### config.mk
export PLATFORM = sky130hd
export DESIGN_NAME = dma_req_arbiter
export DESIGN_NICKNAME = d
export VERILOG_FILES = /design/src/rtl/dma_arb_pkg.sv /design/src/rtl/dma_req_sync.sv /design/src/rtl/dma_prio_pick.sv /design/src/rtl/dma_ch_counter.sv /design/src/rtl/dma_req_arbiter.sv
export SDC_FILE = /design/constraint.sdc
export NUM_CORES = 1
export LEC_CHECK = 0
export BUFFER_PORTS_ARGS = -buffer_cell sky130_fd_sc_hd__clkbuf_2
export CAP_MARGIN = 20
export CORE_MARGIN = 3
export CORE_UTILIZATION = 50
export CTS_CLUSTER_DIAMETER = 60
export DETAILED_ROUTE_END_ITERATION = 8
export HOLD_SLACK_MARGIN = 0.12
export PLACE_DENSITY_LB_ADDON = 0.1
export RECOVER_POWER = 25
export SKIP_CTS_REPAIR_TIMING = 1
export SYNTH_ARGS = -nofsm -noshare
export SYNTH_HDL_FRONTEND = slang
export SYNTH_SLANG_ARGS = --single-unit
### constraint.sdc
create_clock -name clk -period 3.5 [get_ports clk]
set_clock_uncertainty 0.05 [all_clocks]
set_input_delay 0.525 -clock clk [delete_from_list [all_inputs] [get_ports clk]]
set_output_delay 0.525 -clock clk [all_outputs]
set_load 0.02 [all_outputs]
### src/rtl/dma_arb_pkg.sv
// Shared types and helpers for the DMA request arbiter.
package dma_arb_pkg;

    // Arbiter sequencing: wait for requests, own the bus, one idle clock.
    typedef enum logic [1:0] {
        ST_IDLE  = 2'd0,
        ST_GRANT = 2'd1,
        ST_GAP   = 2'd2
    } arb_state_e;

    // Mask of channel indices at or above wide_base (16-bit channels).
    function automatic logic [31:0] wide_mask(input int unsigned n_ch,
                                              input int unsigned wide_base);
        logic [31:0] m;
        m = '0;
        for (int unsigned i = 0; i < n_ch; i++) begin
            if (i >= wide_base) m[i] = 1'b1;
        end
        return m;
    endfunction

endpackage

### src/rtl/dma_req_sync.sv
// Multi-stage synchroniser for a vector of asynchronous request lines.
// Assumes each line is held stable long enough to be seen (requesters
// hold until acknowledged). Output lags input by STAGES rising edges.
module dma_req_sync #(
    parameter int unsigned W      = 8,
    parameter int unsigned STAGES = 2
) (
    input  logic         clk,
    input  logic         rst_n,
    input  logic [W-1:0] d_async,
    output logic [W-1:0] q_sync
);

    logic [W-1:0] stage [STAGES];

    genvar s;
    generate
        for (s = 0; s < STAGES; s++) begin : g_stage
            if (s == 0) begin : g_first
                // Capture the raw asynchronous lines.
                always_ff @(posedge clk) begin
                    if (!rst_n) stage[0] <= '0;
                    else        stage[0] <= d_async;
                end
            end else begin : g_next
                // Shift through the remaining settling stages.
                always_ff @(posedge clk) begin
                    if (!rst_n) stage[s] <= '0;
                    else        stage[s] <= stage[s-1];
                end
            end
        end
    endgenerate

    assign q_sync = stage[STAGES-1];

endmodule

### src/rtl/dma_prio_pick.sv
// Fixed-priority picker: the lowest eligible index wins, and the reserved
// index is skipped. Purely combinational; the output is one-hot or zero.
module dma_prio_pick #(
    parameter int unsigned NUM_CH = 8,
    parameter int unsigned RSV_CH = 4
) (
    input  logic [NUM_CH-1:0] eligible,
    output logic [NUM_CH-1:0] pick
);

    logic found;

    // Scan from the highest priority (index 0) down to the lowest.
    always_comb begin
        pick  = '0;
        found = 1'b0;
        for (int unsigned i = 0; i < NUM_CH; i++) begin
            if (i != RSV_CH && eligible[i] && !found) begin
                pick[i] = 1'b1;
                found   = 1'b1;
            end
        end
    end

    // at most one channel picked.
    always_comb begin
        a_r2_pick_onehot: assert ($onehot0(pick));
    end

endmodule

### src/rtl/dma_ch_counter.sv
// Remaining-transfer counter for one DMA channel. A load overrides a
// decrement in the same cycle. Assumes dec is only raised while nonzero.
module dma_ch_counter #(
    parameter int unsigned CNT_W = 16
) (
    input  logic             clk,
    input  logic             rst_n,
    input  logic             load,
    input  logic [CNT_W-1:0] load_val,
    input  logic             dec,
    output logic             nonzero,
    output logic             last_one
);

    logic [CNT_W-1:0] cnt;

    // Hold, load or count down the remaining transfers.
    always_ff @(posedge clk) begin
        if (!rst_n)    cnt <= '0;
        else if (load) cnt <= load_val;
        else if (dec)  cnt <= cnt - 1'b1;
    end

    assign nonzero  = (cnt != '0);
    assign last_one = (cnt == CNT_W'(1));

    // an empty channel is never counted down (it cannot be granted).
    a_r11_no_underflow: assert property (@(posedge clk) disable iff (!rst_n)
        (dec && !load) |-> (cnt != '0));

endmodule

### src/rtl/dma_req_arbiter.sv
// Top of the DMA request arbiter. It synchronises the request lines,
// masks channels with no transfers left, picks a winner by fixed priority,
// holds the grant until release or terminal count, then inserts one idle
// clock. It drives the bus-ownership outputs from the registered grant.
// Assumes xfer_strobe comes from the bus engine, one pulse per transfer.
module dma_req_arbiter #(
    parameter int unsigned NUM_CH      = 8,
    parameter int unsigned RSV_CH      = 4,
    parameter int unsigned WIDE_BASE   = 5,
    parameter int unsigned CNT_W       = 16,
    parameter int unsigned SYNC_STAGES = 2
) (
    input  logic              clk,
    input  logic              rst_n,
    input  logic [NUM_CH-1:0] dreq_async,
    input  logic              host_ale,
    input  logic [NUM_CH-1:0] cnt_load,
    input  logic [CNT_W-1:0]  cnt_value,
    input  logic              xfer_strobe,
    output logic [NUM_CH-1:0] dack_n,
    output logic              aen,
    output logic              bale,
    output logic              wide16,
    output logic              tc
);

    import dma_arb_pkg::*;

    localparam logic [31:0]       WIDE_ALL = wide_mask(NUM_CH, WIDE_BASE);
    localparam logic [NUM_CH-1:0] WIDE_SET = WIDE_ALL[NUM_CH-1:0];

    arb_state_e        state;
    logic [NUM_CH-1:0] dreq_s;
    logic [NUM_CH-1:0] cnt_nz;
    logic [NUM_CH-1:0] cnt_one;
    logic [NUM_CH-1:0] eligible;
    logic [NUM_CH-1:0] pick;
    logic [NUM_CH-1:0] gnt_q;
    logic              owning;
    logic              req_held;
    logic              tc_now;
    logic              tc_q;

    dma_req_sync #(.W(NUM_CH), .STAGES(SYNC_STAGES)) u_sync (
        .clk     (clk),
        .rst_n   (rst_n),
        .d_async (dreq_async),
        .q_sync  (dreq_s)
    );

    genvar c;
    generate
        for (c = 0; c < NUM_CH; c++) begin : g_cnt
            dma_ch_counter #(.CNT_W(CNT_W)) u_cnt (
                .clk      (clk),
                .rst_n    (rst_n),
                .load     (cnt_load[c]),
                .load_val (cnt_value),
                .dec      (owning && xfer_strobe && gnt_q[c]),
                .nonzero  (cnt_nz[c]),
                .last_one (cnt_one[c])
            );
        end
    endgenerate

    assign eligible = dreq_s & cnt_nz;

    dma_prio_pick #(.NUM_CH(NUM_CH), .RSV_CH(RSV_CH)) u_pick (
        .eligible (eligible),
        .pick     (pick)
    );

    assign owning   = (state == ST_GRANT);
    assign req_held = |(gnt_q & dreq_s);
    assign tc_now   = owning && xfer_strobe && |(gnt_q & cnt_one);

    // Grant sequencer: pick, hold until release or terminal count, idle once.
    always_ff @(posedge clk) begin
        if (!rst_n) begin
            state <= ST_IDLE;
            gnt_q <= '0;
        end else begin
            case (state)
                ST_IDLE: begin
                    if (|pick) begin
                        gnt_q <= pick;
                        state <= ST_GRANT;
                    end
                end
                ST_GRANT: begin
                    if (!req_held || tc_now) begin
                        gnt_q <= '0;
                        state <= ST_GAP;
                    end
                end
                default: begin
                    gnt_q <= '0;
                    state <= ST_IDLE;
                end
            endcase
        end
    end

    // Terminal-count pulse register, one cycle per expiry.
    always_ff @(posedge clk) begin
        if (!rst_n) tc_q <= 1'b0;
        else        tc_q <= tc_now;
    end

    assign dack_n = ~gnt_q;
    assign aen    = owning;
    assign bale   = owning | host_ale;
    assign wide16 = |(gnt_q & WIDE_SET);
    assign tc     = tc_q;

    // at most one acknowledge low.
    a_r5_one_ack: assert property (@(posedge clk) disable iff (!rst_n)
        $onehot0(~dack_n));
    // an ongoing grant never moves to another channel.
    a_r5_hold: assert property (@(posedge clk) disable iff (!rst_n)
        (aen && $past(aen)) |-> $stable(dack_n));
    // the reserved channel is never acknowledged.
    a_r3_rsv_idle: assert property (@(posedge clk) disable iff (!rst_n)
        dack_n[RSV_CH]);
    // address enable tracks the acknowledge set.
    a_r7_aen_ack: assert property (@(posedge clk) disable iff (!rst_n)
        aen == (dack_n != {NUM_CH{1'b1}}));
    // latch enable forced high while DMA owns the bus.
    a_r8_bale_high: assert property (@(posedge clk) disable iff (!rst_n)
        aen |-> bale);
    // an idle clock follows every grant.
    a_r6_gap: assert property (@(posedge clk) disable iff (!rst_n)
        $fell(aen) |=> !aen);
    // terminal count is a single-cycle pulse.
    a_r10_tc_pulse: assert property (@(posedge clk) disable iff (!rst_n)
        tc |=> !tc);
    // terminal count coincides with the release of the grant.
    a_r10_tc_release: assert property (@(posedge clk) disable iff (!rst_n)
        tc |-> !aen);

endmodule

==> results.sh, run 1 <==
export IMPL_synth_mux_area_share_pct=0
export IMPL_power_leakage_nw=3.23
export IMPL_worstSkewPairLatency_ns=0.42
export IMPL_cp_arrival_ns=3.19
export IMPL_grt_total_usage_pct=24.1
export IMPL_num_antenna_cells=0
export IMPL_antenna_found_initial=0
export IMPL_whs_endpoint="u_sync.stage[0][0]$_SDFF_PN0_"
export IMPL_crit_required_ns=3.79
export IMPL_netlist_area_leader_share_pct=37.4
export IMPL_cts_tree="yes"
export IMPL_vias=6271
export IMPL_nets=978
export IMPL_outcome="finished, violations left"
export IMPL_seq_area_frac_synth_pct=37.4
export IMPL_core_sq_um=14000
export IMPL_rsz0062_at_grt="no"
export IMPL_hold_class="in -> reg"
export IMPL_die_x_um=127
export IMPL_tns_ns=0
export IMPL_r2r_slack_ns=0.60
export IMPL_whs_path_depth=2
export IMPL_yosysUniqueCellTypes=48
export IMPL_synth_compound_area_share_pct=14.3
export IMPL_initial_core_util_pct=51.8
export IMPL_final_hold_viol_count=0
export IMPL_chipHeight_um=127
export IMPL_drv_slew=46
export IMPL_rows=43
export IMPL_synthCells=897
export IMPL_layout_min_cycle_time_ns=2.90
export IMPL_synthAdderAreaFrac_pct=3.61
export IMPL_fmax_mhz=345
export IMPL_synth_seq_cells=136
export IMPL_synth_area_sq_um=7280
export IMPL_postLayoutCellArea_sq_um=8250
export IMPL_finalCritPeriodShare_pct=82.8
export IMPL_wire_per_inst_um=17.0
export IMPL_die_area_sq_um=16000
export IMPL_clkTransAtPathRegs_ns=0.06
export IMPL_final_common_cell="dfxtp_1"
export IMPL_antenna_left=0
export IMPL_synthSimpleGateAreaFrac_pct=29.2
export IMPL_multi_input_area_sq_um=4260
export IMPL_layout_common_cells="136 x dfxtp_1, 114 x nand2_1, 91 x o21ai_0"
export IMPL_route_final_wire_length_mm=18.9
export IMPL_criticalPathCategory="reg -> reg"
export IMPL_n_fill_cell=1280
export IMPL_drt_iter0_markers=534
export IMPL_start_kind="flip-flop"
export IMPL_power_density_nw_per_um2=507
export IMPL_synth_top_family_by_area="simple AND/OR/NAND/NOR gates"
export IMPL_grt_ovfl_total=0
export IMPL_place_congestion=0.853
export IMPL_worst_pin_slew_ns=1.78
export IMPL_clk_path_buf_depth=2
export IMPL_io_pins=48
export IMPL_dr_pass1_iters=7
export IMPL_drive_above_1_share_pct=9.64
export IMPL_setup_violations=0
export IMPL_hpwl_mm=12.5
export IMPL_area_sequential_sq_um=2720
export IMPL_cts_root_buf="clkbuf_16"
export IMPL_ir_drop_mv=0.478
export IMPL_ff2ff_path_depth=7
export IMPL_max_slew_margin_pct=-18.5
export IMPL_synthToLayoutAreaGrowth_pct=13.3
export IMPL_syn_num_nets=954
export IMPL_numCtsBuffers=17
export IMPL_port_buffers=44
export IMPL_avgViaCountPerCell=5.63
export IMPL_r2r_end="gnt_q[1]$_SDFFE_PN0P_"
export IMPL_cts_sinks=136
export IMPL_violations="max-capacitance violations, max-slew violations"
export IMPL_end_kind="flip-flop"
export IMPL_crit_fanout=6
export IMPL_htreeDepth=4
export IMPL_rr_startpoint="g_cnt[1].u_cnt.cnt[2]$_SDFFE_PN0P_"
export IMPL_avgSynthCellArea_sq_um=8.11
export IMPL_place_ws_ns=0.653
export IMPL_synth_xor_area_share_pct=11.4
export IMPL_drc=0
export IMPL_grt_max_degree=87
export IMPL_synth_top_area_cell="dfxtp_1"
export IMPL_grt_first_pass_wirelength_mm=30.4
export IMPL_setup_ws_ns=0.603
export IMPL_place_area_sq_um=7610
export IMPL_yosysWarnings=0
export IMPL_grt_pass1_vias=5869
export IMPL_min_from="dreq_async[0]"
export IMPL_maxCapViolations=1
export IMPL_synth_area_top_cells="dfxtp_1 37%, and2_1 8.2%, xnor2_1 7.9%, o21ai_0 6.3%, nand2_1 5.9%"
==> power by group <==
group	total [mW]	switching [mW]	internal, mW
Combinational	0.492	0.294	0.198
Sequential	1.72	0.0835	1.64
Clock	1.96	0.681	1.28
Total	4.18	1.06	3.12
==> stage by stage <==
stage	power (mW)	hold WS, ns	util [%]	cells
floorplan	2.08	0.362	-	897
finish	4.18	0.260	58.7	1114
detailed placement	2.24	0.374	54.2	1082
global placement	2.22	0.363	54.2	1082
global route	4.36	0.252	58.7	1114
CTS	4.21	0.246	58.8	1114
==> registers in the layout, indices dropped and copies added (netlist names) <==
| signal | count |
|---|---|
| g_cnt.u_cnt.cnt | 112 |
| gnt_q | 7 |
| state | 2 |
| tc | 1 |
| u_sync.stage | 14 |
==> worst max path at each step <==
stage / startpoint / to / slack [ns] / cells past startpoint
floorplan: g_cnt[7].u_cnt.cnt[2]$_SDFFE_PN0P_ / gnt_q[6]$_SDFFE_PN0P_ / 0.92 / 7
global placement: xfer_strobe / g_cnt[0].u_cnt.cnt[13]$_SDFFE_PN0P_ / 0.64 / 8
detailed placement: xfer_strobe / g_cnt[0].u_cnt.cnt[13]$_SDFFE_PN0P_ / 0.65 / 8
CTS: g_cnt[1].u_cnt.cnt[2]$_SDFFE_PN0P_ / gnt_q[1]$_SDFFE_PN0P_ / 0.63 / 7
global route: g_cnt[1].u_cnt.cnt[2]$_SDFFE_PN0P_ / gnt_q[5]$_SDFFE_PN0P_ / 0.42 / 7
finish: g_cnt[1].u_cnt.cnt[2]$_SDFFE_PN0P_ / gnt_q[1]$_SDFFE_PN0P_ / 0.60 / 7
==> metal layers <==
metal | wire length [um] | vias up | global-route usage [%]
met5 | 0 | - | 0
met4 | 723 | 0 | 11.2
met3 | 980 | 47 | 5.05
met2 | 8620 | 160 | 37.7
met1 | 8600 | 2951 | 32.0
li1 | - | 3113 | -
==> worst max-delay path, cell delays in order, from the launching register on <==
cell	delay [ns]
dfxtp_1	0.35
nor4_1	0.51
nor4b_1	0.73
a31o_2	0.33
nand4_1	0.20
nor4b_4	0.32
a21oi_2	0.10
o22ai_1	0.22
==> logic make-up (layout without fill, tap and decap cells) <==
logic type                 Yosys count  in the layout
and+or+nand+nor                    401            401
AOI/OAI and AO/OA                  167            167
DFF                                136            136
xor gates and xnor gates            95             95
buffers and inverters               76            113
adders and majority gates           21             21
other                                1              1
==> layout make-up <==
type	instances	area share, %
timing repair buffer	50	3.29
clock buffer	20	5.42
inverter	31	1.41
multi-input combinational	685	51.7
clock inverter	12	2.41
tap	180	2.73
sequential	136	33.0
==> synth_stat cells (all sizes together) <==
cell	number
dfxtp	136
nand2	114
and2	95
o21ai	91
xnor2	66
clkbuf	42
nor2	36
nor3	33
inv	30
nor4	30
xor2	29
a21oi	22
nand2b	22
ha	21
nand3	15
nand4	14
nor2b	12
o211a	12
or4	10
a311oi	7
or3	7
o21a	6
or2	6
o22ai	5
o311a	5
o41ai	4
a31oi	3
buf	3
a22oi	2
a31o	2
and3	2
nor3b	2
nor4b	2
o211ai	2
o31ai	2
o32ai	2
a222oi	1
a41o	1
and3b	1
clkinv	1
conb	1
No activity file was read; power rests on OpenSTA's default activity.
==> run 2, diff against run 1 <==
==> constraint.sdc (replaced) <==
create_clock -name clk -period 2.51 [get_ports clk]
set_clock_uncertainty 0.05 [all_clocks]
set_input_delay 0.3765 -clock clk [delete_from_list [all_inputs] [get_ports clk]]
set_output_delay 0.3765 -clock clk [all_outputs]
set_load 0.02 [all_outputs]
==> results.sh, run 2 (same netlist as run 1, synthesis figures left out) <==
export IMPL_cp_arrival_ns=2.98
export IMPL_htreeDepth=4
export IMPL_criticalPathCategory="reg -> reg"
export IMPL_max_slew_margin_pct=21.8
export IMPL_die_area_sq_um=16000
export IMPL_grt_pass1_vias=6153
export IMPL_drt_iter0_markers=397
export IMPL_critPathLaunch="g_cnt[7].u_cnt.cnt[5]$_SDFFE_PN0P_"
export IMPL_largest_register_ffs=112
export IMPL_antenna_left=0
export IMPL_crit_fanout=6
export IMPL_antenna_found_initial=0
export IMPL_r2r_end="gnt_q[2]$_SDFFE_PN0P_"
export IMPL_endpoint="gnt_q[2]$_SDFFE_PN0P_"
export IMPL_postLayoutCellArea_sq_um=8500
export IMPL_route_final_wire_length_mm=19.6
export IMPL_tns_ns=-1.33
export IMPL_vias=6372
export IMPL_fmax_mhz=372
export IMPL_whs_path_depth=2
export IMPL_setup_violations=9
export IMPL_dp_cells=1119
export IMPL_nets=1018
export IMPL_drc=0
export IMPL_drv_slew=0
export IMPL_ff2ff_path_depth=8
export IMPL_cts_root_buf="clkbuf_16"
export IMPL_power_leakage_nw=3.40
export IMPL_outcome="finished, violations left"
export IMPL_rows=43
export IMPL_finalCritPeriodShare_pct=107
export IMPL_grt_util_met1_pct=33.0
export IMPL_initial_core_util_pct=51.8
export IMPL_drive_above_1_share_pct=13.3
export IMPL_top_usage_layer="met2"
export IMPL_core_sq_um=14000
export IMPL_final_hold_viol_count=0
export IMPL_biggestRegsByFlops="g_cnt.u_cnt.cnt (112), u_sync.stage (14), gnt_q (7)"
export IMPL_power_density_nw_per_um2=666
export IMPL_violations="negative setup slack"
export IMPL_clk_path_buf_depth=2
export IMPL_hold_class="in -> reg"
export IMPL_crit_required_ns=2.80
export IMPL_port_buffers=44
export IMPL_chipHeight_um=127
export IMPL_wire_per_inst_um=17.0
export IMPL_setup_ws_ns=-0.180
export IMPL_use_met2_pct=39.9
export IMPL_clkTransAtPathRegs_ns=0.06
export IMPL_place_ws_ns=-0.185
export IMPL_regMostFlops="g_cnt.u_cnt.cnt"
export IMPL_post_route_util_pct=60.5
export IMPL_worst_pin_slew_ns=1.17
export IMPL_cts_sinks=136
export IMPL_n_fill_cell=1250
export IMPL_dr_pass1_iters=4
export IMPL_grt_ovfl_total=0
export IMPL_start_kind="flip-flop"
export IMPL_num_antenna_cells=0
export IMPL_stdcell_count=1152
export IMPL_maxCapViolations=0
export IMPL_rsz0062_at_grt="yes"
export IMPL_layout_common_cells="135 x dfxtp_1, 114 x nand2_1, 90 x o21ai_0"
export IMPL_r2r_slack_ns=-0.18
export IMPL_die_x_um=127
export IMPL_end_kind="flip-flop"
export IMPL_grt_first_pass_wirelength_mm=31.4
export IMPL_synthToLayoutAreaGrowth_pct=16.8
export IMPL_worstSkewPairLatency_ns=0.42
export IMPL_avgViaCountPerCell=5.53
export IMPL_final_common_cell="dfxtp_1"
export IMPL_ir_drop_mv=0.495
export IMPL_numCtsBuffers=17
export IMPL_grt_total_usage_pct=24.8
export IMPL_use_met3_pct=4.67
export IMPL_io_pins=48
export IMPL_hpwl_mm=13.2
export IMPL_place_congestion=0.915
export IMPL_grt_max_degree=77
export IMPL_place_area_sq_um=7890
export IMPL_layout_min_cycle_time_ns=2.69
export IMPL_rr_startpoint="g_cnt[7].u_cnt.cnt[5]$_SDFFE_PN0P_"
export IMPL_cts_tree="yes"
[run 2: cell types whose count changed in the layout (fill, tap and decap cells not counted), moves of 2 or more]
cell        change
clkbuf_1        +4
buf_4          +36
bufinv_16       -2
o41ai_2         +2
o41ai_1         -2
clkinv_2        +2
clkinvlp_4      -2
[run 2: worst min-delay path by stage]
| stage | slack (ns) | to | start |
|---|---|---|---|
| after global routing | 0.12 | u_sync.stage[0][6]$_SDFF_PN0_ | dreq_async[6] |
| after detailed placement | 0.37 | u_sync.stage[1][6]$_SDFF_PN0_ | u_sync.stage[0][6]$_SDFF_PN0_ |
| final | 0.11 | u_sync.stage[0][3]$_SDFF_PN0_ | dreq_async[3] |
| after floorplan | 0.36 | u_sync.stage[1][0]$_SDFF_PN0_ | u_sync.stage[0][0]$_SDFF_PN0_ |
| after CTS | 0.1 | u_sync.stage[0][5]$_SDFF_PN0_ | dreq_async[5] |
| after global placement | 0.37 | u_sync.stage[1][2]$_SDFF_PN0_ | u_sync.stage[0][2]$_SDFF_PN0_ |
[run 2: worst max-delay path: stages, from the launching register on]
cell and delay (ns):
dfxtp_1 0.31, or4_4 0.53, or3_4 0.36, or4_4 0.51
o21a_4 0.22, nor4b_4 0.28, a21oi_2 0.05, buf_6 0.15
o22ai_1 0.15
[run 2: area by class of cell]
class,count,area [sq um],share of cell area (%)
multi-input combinational,685,4300,50.6
sequential,136,2720,32.0
timing repair buffer,90,553,6.50
clock buffer,21,460,5.42
tap,180,225,2.65
clock inverter,9,125,1.47
inverter,31,116,1.37
[run 2: per-stage QoR]
step / power [mW] / hold WS [ns]
after detailed placement: 3.18 / 0.369
after floorplan: 2.91 / 0.362
after CTS: 5.69 / 0.0993
final: 5.66 / 0.112
after global routing: 5.89 / 0.122
after global placement: 3.14 / 0.374
[run 2: report_power, final]
part	switching (mW)	total, mW	leakage (nW)	internal, mW
Sequential	0.114	2.40	1.12	2.29
Combinational	0.432	0.749	1.99	0.317
Clock	0.919	2.51	0.285	1.60
[run 2: per-layer routing]
layer  part of all wire, %  up-vias  wire (um)
li1                      -     3189          -
met1                    47     3007       9130
met2                    46      139       8980
met3                   4.3       37        842
met4                   3.1        0        607
met5                     0        -          0
